## src/rtl/insn_steer_pkg.sv

```systemverilog
package insn_steer_pkg;
  localparam int NSLOT  = 3;
  localparam int SLOT_W = 2;

  typedef enum logic [1:0] {
    K_NONE   = 2'd0,
    K_SIMPLE = 2'd1,
    K_CPLX   = 2'd2,
    K_SEQ    = 2'd3
  } kind_e;
endpackage

```

## src/rtl/insn_classify.sv

```systemverilog
module insn_classify
  import insn_steer_pkg::*;
#(
  parameter int LEN_W     = 4,
  parameter int CLS_W     = 3,
  parameter int MAX_LEN   = 7,
  parameter int CPLX_UOPS = 4,
  localparam int UW       = $clog2(CPLX_UOPS + 1)
) (
  input  logic             vld,
  input  logic [LEN_W-1:0] len,
  input  logic [CLS_W-1:0] cls,
  output kind_e            kind,
  output logic [UW-1:0]    nuop
);
  logic fits;
  assign fits = (int'(len) <= MAX_LEN);

  always_comb begin
    kind = K_NONE;
    nuop = '0;
    if (vld) begin
      if (!fits || cls == '0 || int'(cls) > CPLX_UOPS) begin
        kind = K_SEQ;
      end else if (cls == CLS_W'(1)) begin
        kind = K_SIMPLE;
        nuop = UW'(1);
      end else begin
        kind = K_CPLX;
        nuop = UW'(cls);
      end
    end
  end
endmodule

```

## src/rtl/insn_pick.sv

```systemverilog
module insn_pick
  import insn_steer_pkg::*;
#(
  parameter int UW    = 3,
  parameter int SUM_W = 3
) (
  input  kind_e                    kind [NSLOT],
  input  logic [UW-1:0]            nuop [NSLOT],
  output logic [1:0]               take,
  output logic                     seq_hit,
  output logic [NSLOT-1:0]         dvld,
  output logic [NSLOT*SLOT_W-1:0]  dsel,
  output logic [SUM_W-1:0]         sum
);
  logic [SLOT_W-1:0] cidx;

  // Walk the window in program order, stopping at the first slot that
  // cannot share this clock with the ones already taken.
  always_comb begin
    logic have_c;
    logic stop;
    take    = '0;
    seq_hit = 1'b0;
    cidx    = '0;
    sum     = '0;
    have_c  = 1'b0;
    stop    = 1'b0;
    if (kind[0] == K_SEQ) begin
      seq_hit = 1'b1;
      take    = 2'd1;
    end else begin
      for (int i = 0; i < NSLOT; i++) begin
        if (!stop) begin
          case (kind[i])
            K_SIMPLE: begin
              take = take + 2'd1;
              sum  = sum + SUM_W'(nuop[i]);
            end
            K_CPLX: begin
              if (have_c) begin
                stop = 1'b1;
              end else begin
                have_c = 1'b1;
                cidx   = SLOT_W'(i);
                take   = take + 2'd1;
                sum    = sum + SUM_W'(nuop[i]);
              end
            end
            default: stop = 1'b1;
          endcase
        end
      end
    end
  end

  // Rotate so the complex slot (or slot 0) lands on lane 0.
  for (genvar d = 0; d < NSLOT; d++) begin : g_lane
    logic [SLOT_W:0] s;
    always_comb begin
      s = {1'b0, cidx} + (SLOT_W + 1)'(d);
      if (s >= (SLOT_W + 1)'(NSLOT)) s = s - (SLOT_W + 1)'(NSLOT);
      dvld[d] = !seq_hit && (s < {1'b0, take});
      dsel[d*SLOT_W +: SLOT_W] = s[SLOT_W-1:0];
    end
  end
endmodule

```

## src/rtl/insn_seq_ctl.sv

```systemverilog
module insn_seq_ctl (
  input  logic clk,
  input  logic rst,
  input  logic start,
  input  logic done,
  output logic busy
);
  always_ff @(posedge clk) begin
    if (rst)        busy <= 1'b0;
    else if (start) busy <= 1'b1;
    else if (done)  busy <= 1'b0;
  end

  p_start_busy_r8: assert property (@(posedge clk) disable iff (rst)
    start |=> busy);
  p_done_release_r8: assert property (@(posedge clk) disable iff (rst)
    (busy && done) |=> !busy);
  p_busy_hold_r8: assert property (@(posedge clk) disable iff (rst)
    (busy && !done) |=> busy);
endmodule

```

## src/rtl/insn_steer.sv

```systemverilog
module insn_steer
  import insn_steer_pkg::*;
#(
  parameter int LEN_W     = 4,
  parameter int CLS_W     = 3,
  parameter int MAX_LEN   = 7,
  parameter int CPLX_UOPS = 4,
  localparam int SUM_W    = $clog2(CPLX_UOPS + NSLOT)
) (
  input  logic                    clk,
  input  logic                    rst,
  input  logic [NSLOT-1:0]        slot_vld,
  input  logic [NSLOT*LEN_W-1:0]  slot_len,
  input  logic [NSLOT*CLS_W-1:0]  slot_cls,
  input  logic                    seq_done,
  output logic [NSLOT-1:0]        lane_vld,
  output logic [NSLOT*SLOT_W-1:0] lane_sel,
  output logic [1:0]              take,
  output logic                    seq_start,
  output logic [SUM_W-1:0]        uop_cnt
);
  localparam int UW = $clog2(CPLX_UOPS + 1);

  kind_e             kind [NSLOT];
  logic [UW-1:0]     nuop [NSLOT];
  logic [1:0]        p_take;
  logic              p_seq;
  logic [NSLOT-1:0]  p_vld;
  logic [NSLOT*SLOT_W-1:0] p_sel;
  logic [SUM_W-1:0]  p_sum;
  logic              busy;
  logic              live;

  for (genvar i = 0; i < NSLOT; i++) begin : g_cls
    insn_classify #(
      .LEN_W(LEN_W), .CLS_W(CLS_W), .MAX_LEN(MAX_LEN), .CPLX_UOPS(CPLX_UOPS)
    ) u_cls (
      .vld  (slot_vld[i]),
      .len  (slot_len[i*LEN_W +: LEN_W]),
      .cls  (slot_cls[i*CLS_W +: CLS_W]),
      .kind (kind[i]),
      .nuop (nuop[i])
    );
  end

  insn_pick #(.UW(UW), .SUM_W(SUM_W)) u_pick (
    .kind    (kind),
    .nuop    (nuop),
    .take    (p_take),
    .seq_hit (p_seq),
    .dvld    (p_vld),
    .dsel    (p_sel),
    .sum     (p_sum)
  );

  insn_seq_ctl u_seq (
    .clk   (clk),
    .rst   (rst),
    .start (seq_start),
    .done  (seq_done),
    .busy  (busy)
  );

  assign live      = !rst && !busy;
  assign take      = live ? p_take : 2'd0;
  assign seq_start = live && p_seq;
  assign lane_vld  = live ? p_vld : '0;
  assign lane_sel  = live ? p_sel : '0;
  assign uop_cnt   = (live && !p_seq) ? p_sum : '0;

  p_lane0_first_r4: assert property (@(posedge clk) disable iff (rst)
    (lane_vld != '0) |-> lane_vld[0]);
  p_count_match_r10: assert property (@(posedge clk) disable iff (rst)
    !seq_start |-> ($countones(lane_vld) == int'(take)));
  p_uop_limit_r7: assert property (@(posedge clk) disable iff (rst)
    int'(uop_cnt) <= CPLX_UOPS + NSLOT - 1);
  p_seq_alone_r6: assert property (@(posedge clk) disable iff (rst)
    seq_start |-> (lane_vld == '0 && take == 2'd1 && uop_cnt == '0));
  p_busy_quiet_r8: assert property (@(posedge clk) disable iff (rst)
    busy |-> (take == 2'd0 && lane_vld == '0 && !seq_start));
  p_one_start_r8: assert property (@(posedge clk) disable iff (rst)
    seq_start |=> !seq_start);
endmodule

```

## config.mk

```make
export PLATFORM = sky130hd
export DESIGN_NAME = insn_steer
export DESIGN_NICKNAME = d
export VERILOG_FILES = /design/src/rtl/insn_steer_pkg.sv /design/src/rtl/insn_classify.sv /design/src/rtl/insn_pick.sv /design/src/rtl/insn_seq_ctl.sv /design/src/rtl/insn_steer.sv
export SDC_FILE = /design/constraint.sdc
export NUM_CORES = 1
export LEC_CHECK = 0
export CORE_MARGIN = 2
export CORE_UTILIZATION = 49
export DETAILED_ROUTE_END_ITERATION = 10
export PLACE_DENSITY_LB_ADDON = 0.3
export RECOVER_POWER = 100
export SLEW_MARGIN = 20
export SYNTH_ARGS = -nofsm -noshare
export SYNTH_HDL_FRONTEND = slang
export SYNTH_HIERARCHICAL = 1
export SYNTH_SLANG_ARGS = --single-unit
export TNS_END_PERCENT = 1
```

## constraint.sdc

```tcl
create_clock -name clk -period 12.5 [get_ports clk]
set_input_delay 1.875 -clock clk [delete_from_list [all_inputs] [get_ports clk]]
set_output_delay 1.875 -clock clk [all_outputs]
set_load 0.02 [all_outputs]
```

# == Word level (Yosys, flattened, before mapping) ==
# Index checks and enable logic that the tools add are counted.
# op_classes
add_sub_neg,9
muxes,66
order_cmp,12
n_eq_ne,10
reduce_logical,23
# ops
operator,n
$mux 3,22
$mux 2,23
$mux 1,15
$le 4x3->1 const B,3
$pmux 3 s2,2
$eq 3x1->1 const B,3
$gt 3x3->1 const B,3
$logic_not 3->1,3
$lt 3x2->1,3
$eq 2x2->1 const B,4
$pmux 2 s2,2
$add 3x3->3,2
$eq 2x1->1 const B,3
$ge 3x2->1 const B,2
$logic_and 1x1->1,6
$logic_not 1->1,6
$logic_or 1x1->1,6
$mux 6,1
$sub 3x2->3 const B,2
$add 2x1->2 const B,2
$add 2x1->3 const B,1
$add 2x2->3 const B,1
$sub 2x2->3 const B,1
$ge 2x2->1 const B,1
3 further kinds,3
# totals
wordCells,121
reg_bits,1

# == Logic depth before layout (Yosys ltp) ==
# depth
depth_word,23
ltp_mapped,15

# == Modules after synthesis ==
# Netlist, hierarchy kept.
# modules_own_cells
mod,area_each_um2,n_inst,cells_each
insn_pick,713.2,1,94
insn_classify,68.8,3,10
insn_steer,188.9,1,17
insn_seq_ctl,38.8,1,4

# == Worst setup path after synthesis ==
# No wires, ideal clock.
# synth_timing
path_type,input port to output port
from,input port slot_cls[2]
to,output port uop_cnt[2]
t_arrival_ns,5.234
n_path_buf,0
path_slack_ns,5.391
path_stages,15
t_required_ns,10.625
path_cell_list,nor3b_2 > o31ai_1 > inv_1 > ha_1 > nor2_1 > ha_1 > inv_1 > fa_1 > o22ai_1 > fa_1 > xor2_1 > nor2_1 > o21bai_1 > mux2i_1 > nor4b_1
# synth_rtl
item,line_no,source
from (decl),insn_steer.sv:14,"input logic [NSLOT*CLS_W-1:0] slot_cls,"
to (decl),insn_steer.sv:20,output logic [SUM_W-1:0] uop_cnt

==> tab_implementation.tex <==
\begin{tabular}{lr}
\hline
Metric & Value \\
\hline
\multicolumn{2}{l}{\textbf{Power}} \\
Net switching power figure & 0.0276 mW \\
Portion of total power attributed to combinational logic & 92.4\% \\
Portion of total power attributed to the clock network & 0\% \\
Static leakage & 0.636 nW \\
Power share of the sequential group & 7.6\% \\
Max IR drop VDD & 0.0280 mV \\
Internal Pwr Total & 0.0271 mW \\
PwrDens & 37.5 nW/um\^{}2 \\
Sw Ratio & 50.5\% \\
\multicolumn{2}{l}{\textbf{Synthesis}} \\
Post-synthesis sequential element count & 1 \\
Combined area of all synthesized cells & 1150 um\^{}2 \\
Number of synthesized flops with an enable pin & 0 \\
Proportion of synthesized chip area in sequential cells & 1.74\% \\
Prevailing post-synth register cell & sky130\_fd\_sc\_hd\_\_dfxtp\_1 \\
Share of flip-flops with an asynchronous set or reset & 0\% \\
Avg Synthesized Cell Area & 7.91 um\^{}2 \\
Syn. warnings & 6 \\
Number of standard cells after synthesis & 145 \\
Number of library cell types mapped by synthesis & 41 \\
Synthesized Nets & 191 \\
\multicolumn{2}{l}{\textbf{Status}} \\
Outcome & completed \\
\multicolumn{2}{l}{\textbf{Timing}} \\
Slew of the pin with the lowest slew margin & 731 ps \\
Final critical-path required period & 8060 ps \\
Hold violation total from the final report & 0 \\
Rel. slew slack & 51.1\% \\
Final setup violation count & 0 \\
Count of final max-slew check failures & 0 \\
Clock skew after layout & 0 ps \\
Hold Slack & 801 ps \\
Portion of the clock cycle consumed by the worst path in the final layout & 64.5\% \\
Max Clock Freq & 0.124 GHz \\
Unrepaired setup endpoints after global routing & false \\
Total Neg Setup Slack & 0 ps \\
\multicolumn{2}{l}{\textbf{Routing}} \\
Detail-routed net length per standard cell & 13.7 um \\
Vias after detailed routing & 1118 \\
Detailed-route vias per instance & 5.56 \\
DRC violation count after routing & 0 \\
Routed WL & 2.76 mm \\
TritonRoute pass-1 iters & 5 \\
ANT nets after route & 0 \\
Iter 0 DRT Violations & 28 \\
\multicolumn{2}{l}{\textbf{Worst setup path}} \\
Worst-path maximum fanout & 7 \\
Worst path required time & 10620 ps \\
Source of the worst register-to-register timing path & u\_seq/busy\$\_SDFFE\_PP0P\_ \\
Data arrival time of the critical path & 6180 ps \\
Worst Setup SP & slot\_vld[0] \\
Setup slack on the worst flop-to-flop path & 11320 ps \\
Sort of element at the start of the critical path & input port \\
Critical path class & input port to output pin \\
Crit end category & output pin \\
\multicolumn{2}{l}{\textbf{Layout}} \\
Ant. Diodes & 0 \\
Register bank with the most flops & u\_seq/busy \\
Synth-to-Final Area Change & 27.3\% \\
Max reg flops & 1 \\
Leading cell type in the layout, fill and taps excluded & sky130\_fd\_sc\_hd\_\_clkdlybuf4s50\_1 \\
Fraction of layout cells with a size suffix above 1 & 13.9\% \\
Post-layout net count & 221 \\
Total non-filler cell area in the finished layout & 1460 um\^{}2 \\
Number of fillers in the final layout & 203 \\
Total area of sequential cells & 20.0 um\^{}2 \\
Area of the multi-input gates & 1020 um\^{}2 \\
Most frequent cells in the layout & 18 x sky130\_fd\_sc\_hd\_\_clkdlybuf4s50\_1, 17 x sky130\_fd\_sc\_hd\_\_inv\_1, 17 x sky130\_fd\_sc\_hd\_\_ha\_1 \\
Biggest registers after layout & u\_seq/busy: 1 flops \\
\multicolumn{2}{l}{\textbf{Placed design}} \\
Placer's final routability congestion estimate & 0.961 \\
Post-DP HPWL & 2.37 mm \\
Dpl cell area & 1470 um\^{}2 \\
Total of buffers placed on input and output ports & 32 \\
\multicolumn{2}{l}{\textbf{Floorplanning}} \\
Die width & 52.4 um \\
Y dimension of the die & 52.4 um \\
Die outline area & 2740 um\^{}2 \\
Core ar. & 2210 um\^{}2 \\
Number of primary I/O pins & 42 \\
FP Rows & 17 \\
Effective utilization at floorplan & 51.9\% \\
\multicolumn{2}{l}{\textbf{Hold path}} \\
Class of the tightest hold or removal check & register to register \\
Startpoint of the lowest-slack hold path & u\_seq/busy\$\_SDFFE\_PP0P\_ \\
\multicolumn{2}{l}{\textbf{Flow run}} \\
Max-cap violation count & 0 \\
\multicolumn{2}{l}{\textbf{Global route}} \\
Total grt overflow & 0 \\
Via count of the first global-routing pass & 1161 \\
Total Routing Usage GR & 22.0\% \\
Antenna violations before repair & 0 \\
Global-route wire length before repair & 4.82 mm \\
Maximum number of pins on one net before global-route repair & 17 \\
\multicolumn{2}{l}{\textbf{CTS}} \\
Count of hold buffers inserted by post-cts repair & 0 \\
Number of resized instances in the post-cts repair step & 0 \\
Clock transition at path regs & 0 ps \\
\# Post-CTS Setup Buffers & 0 \\
Worst skew pair latency & 0 ps \\
\hline
\end{tabular}
## Yosys cell counts, types with 2 or more instances
cell	n	area, um^2
sky130_fd_sc_hd__xor2_1	2	17.5
sky130_fd_sc_hd__buf_6	2	22.5
sky130_fd_sc_hd__o31ai_1	5	37.5
sky130_fd_sc_hd__inv_1	17	63.8
sky130_fd_sc_hd__fa_1	2	40.0
sky130_fd_sc_hd__o31a_1	3	26.3
sky130_fd_sc_hd__nand2_1	11	41.3
sky130_fd_sc_hd__ha_1	17	213
sky130_fd_sc_hd__nor3b_1	8	60.1
sky130_fd_sc_hd__a22oi_1	2	15.0
sky130_fd_sc_hd__nor4b_1	3	26.3
sky130_fd_sc_hd__o21bai_1	5	37.5
sky130_fd_sc_hd__nor3b_2	13	163
sky130_fd_sc_hd__nor3_1	4	20.0
sky130_fd_sc_hd__nor2b_1	4	25.0
sky130_fd_sc_hd__a2111oi_2	2	30.0
sky130_fd_sc_hd__o21ai_2	2	17.5
sky130_fd_sc_hd__a21oi_2	3	26.3
sky130_fd_sc_hd__nor2b_2	2	17.5
sky130_fd_sc_hd__nor2_1	12	45.0
sky130_fd_sc_hd__nand2b_1	5	31.3
sky130_fd_sc_hd__a21oi_1	2	10.0
## layout make-up
type / count / area share [%]
sequential: 1 / 1.37
tap: 28 / 2.40
multi-input combinational: 123 / 69.9
inverter: 17 / 4.37
timing repair buffer: 32 / 21.9
## per-layer routing
metal / track usage, % / vias to the layer above / part of all wire, %
met5: 0 / - / 0
met3: 0 / 2 / 2.7
li1: - / 576 / -
met1: 26.7 / 513 / 45
met4: 1.28 / 0 / 0.51
met2: 44.4 / 27 / 51
## critical path: stages
cell and delay, ps:
sky130_fd_sc_hd__clkdlybuf4s50_1 490, sky130_fd_sc_hd__inv_1 90, sky130_fd_sc_hd__o31ai_1 420, sky130_fd_sc_hd__inv_1 90
sky130_fd_sc_hd__ha_1 410, sky130_fd_sc_hd__nor2_1 150, sky130_fd_sc_hd__ha_1 150, sky130_fd_sc_hd__inv_1 50
sky130_fd_sc_hd__fa_1 480, sky130_fd_sc_hd__o22ai_1 140, sky130_fd_sc_hd__fa_1 420, sky130_fd_sc_hd__xor2_1 190
sky130_fd_sc_hd__nor2_1 100, sky130_fd_sc_hd__o21bai_1 70, sky130_fd_sc_hd__mux2i_1 120, sky130_fd_sc_hd__nor4b_1 220
sky130_fd_sc_hd__dlygate4sd3_1 720
## final timing paths
kind / end / cells past startpoint
min: u_seq/busy$_SDFFE_PP0P_ / 2
max reg2reg: u_seq/busy$_SDFFE_PP0P_ / 3
min reg2reg: u_seq/busy$_SDFFE_PP0P_ / 2
max: uop_cnt[2] / 17
## power groups by stage
stage	Sequential (mW)	Clock, mW	Combinational, mW
5_1_grt	0.00423	0	0.0556
6_report	0.00416	0	0.0506
4_1_cts	0.00417	0	0.0513
3_5_place_dp	0.00417	0	0.0511
2_1_floorplan	0.00361	0	0.0349
3_3_place_gp	0.00413	0	0.0494
## per-stage QoR
stage | power [mW] | worst slack (ps) | instances | utilization [%]
final | 0.0547 | 4440 | 201 | 66.0
after global routing | 0.0598 | 4110 | 201 | 66.0
after CTS | 0.0555 | 4460 | 201 | 66.4
after detailed placement | 0.0553 | 4480 | 201 | 66.4
after global placement | 0.0535 | 4510 | 201 | 66.4
after floorplan | 0.0385 | 5390 | 145 | -
## logic make-up after synthesis
family / Yosys count / share of synthesized area, %
compound gates: 32 / 22.6
xor+xnor: 2 / 1.53
fa+ha+maj: 19 / 22.0
buf+inv: 21 / 8.51
flops: 1 / 1.74
mux: 1 / 0.872
simple gates: 69 / 42.7
(Power assumes the default switching activity.)
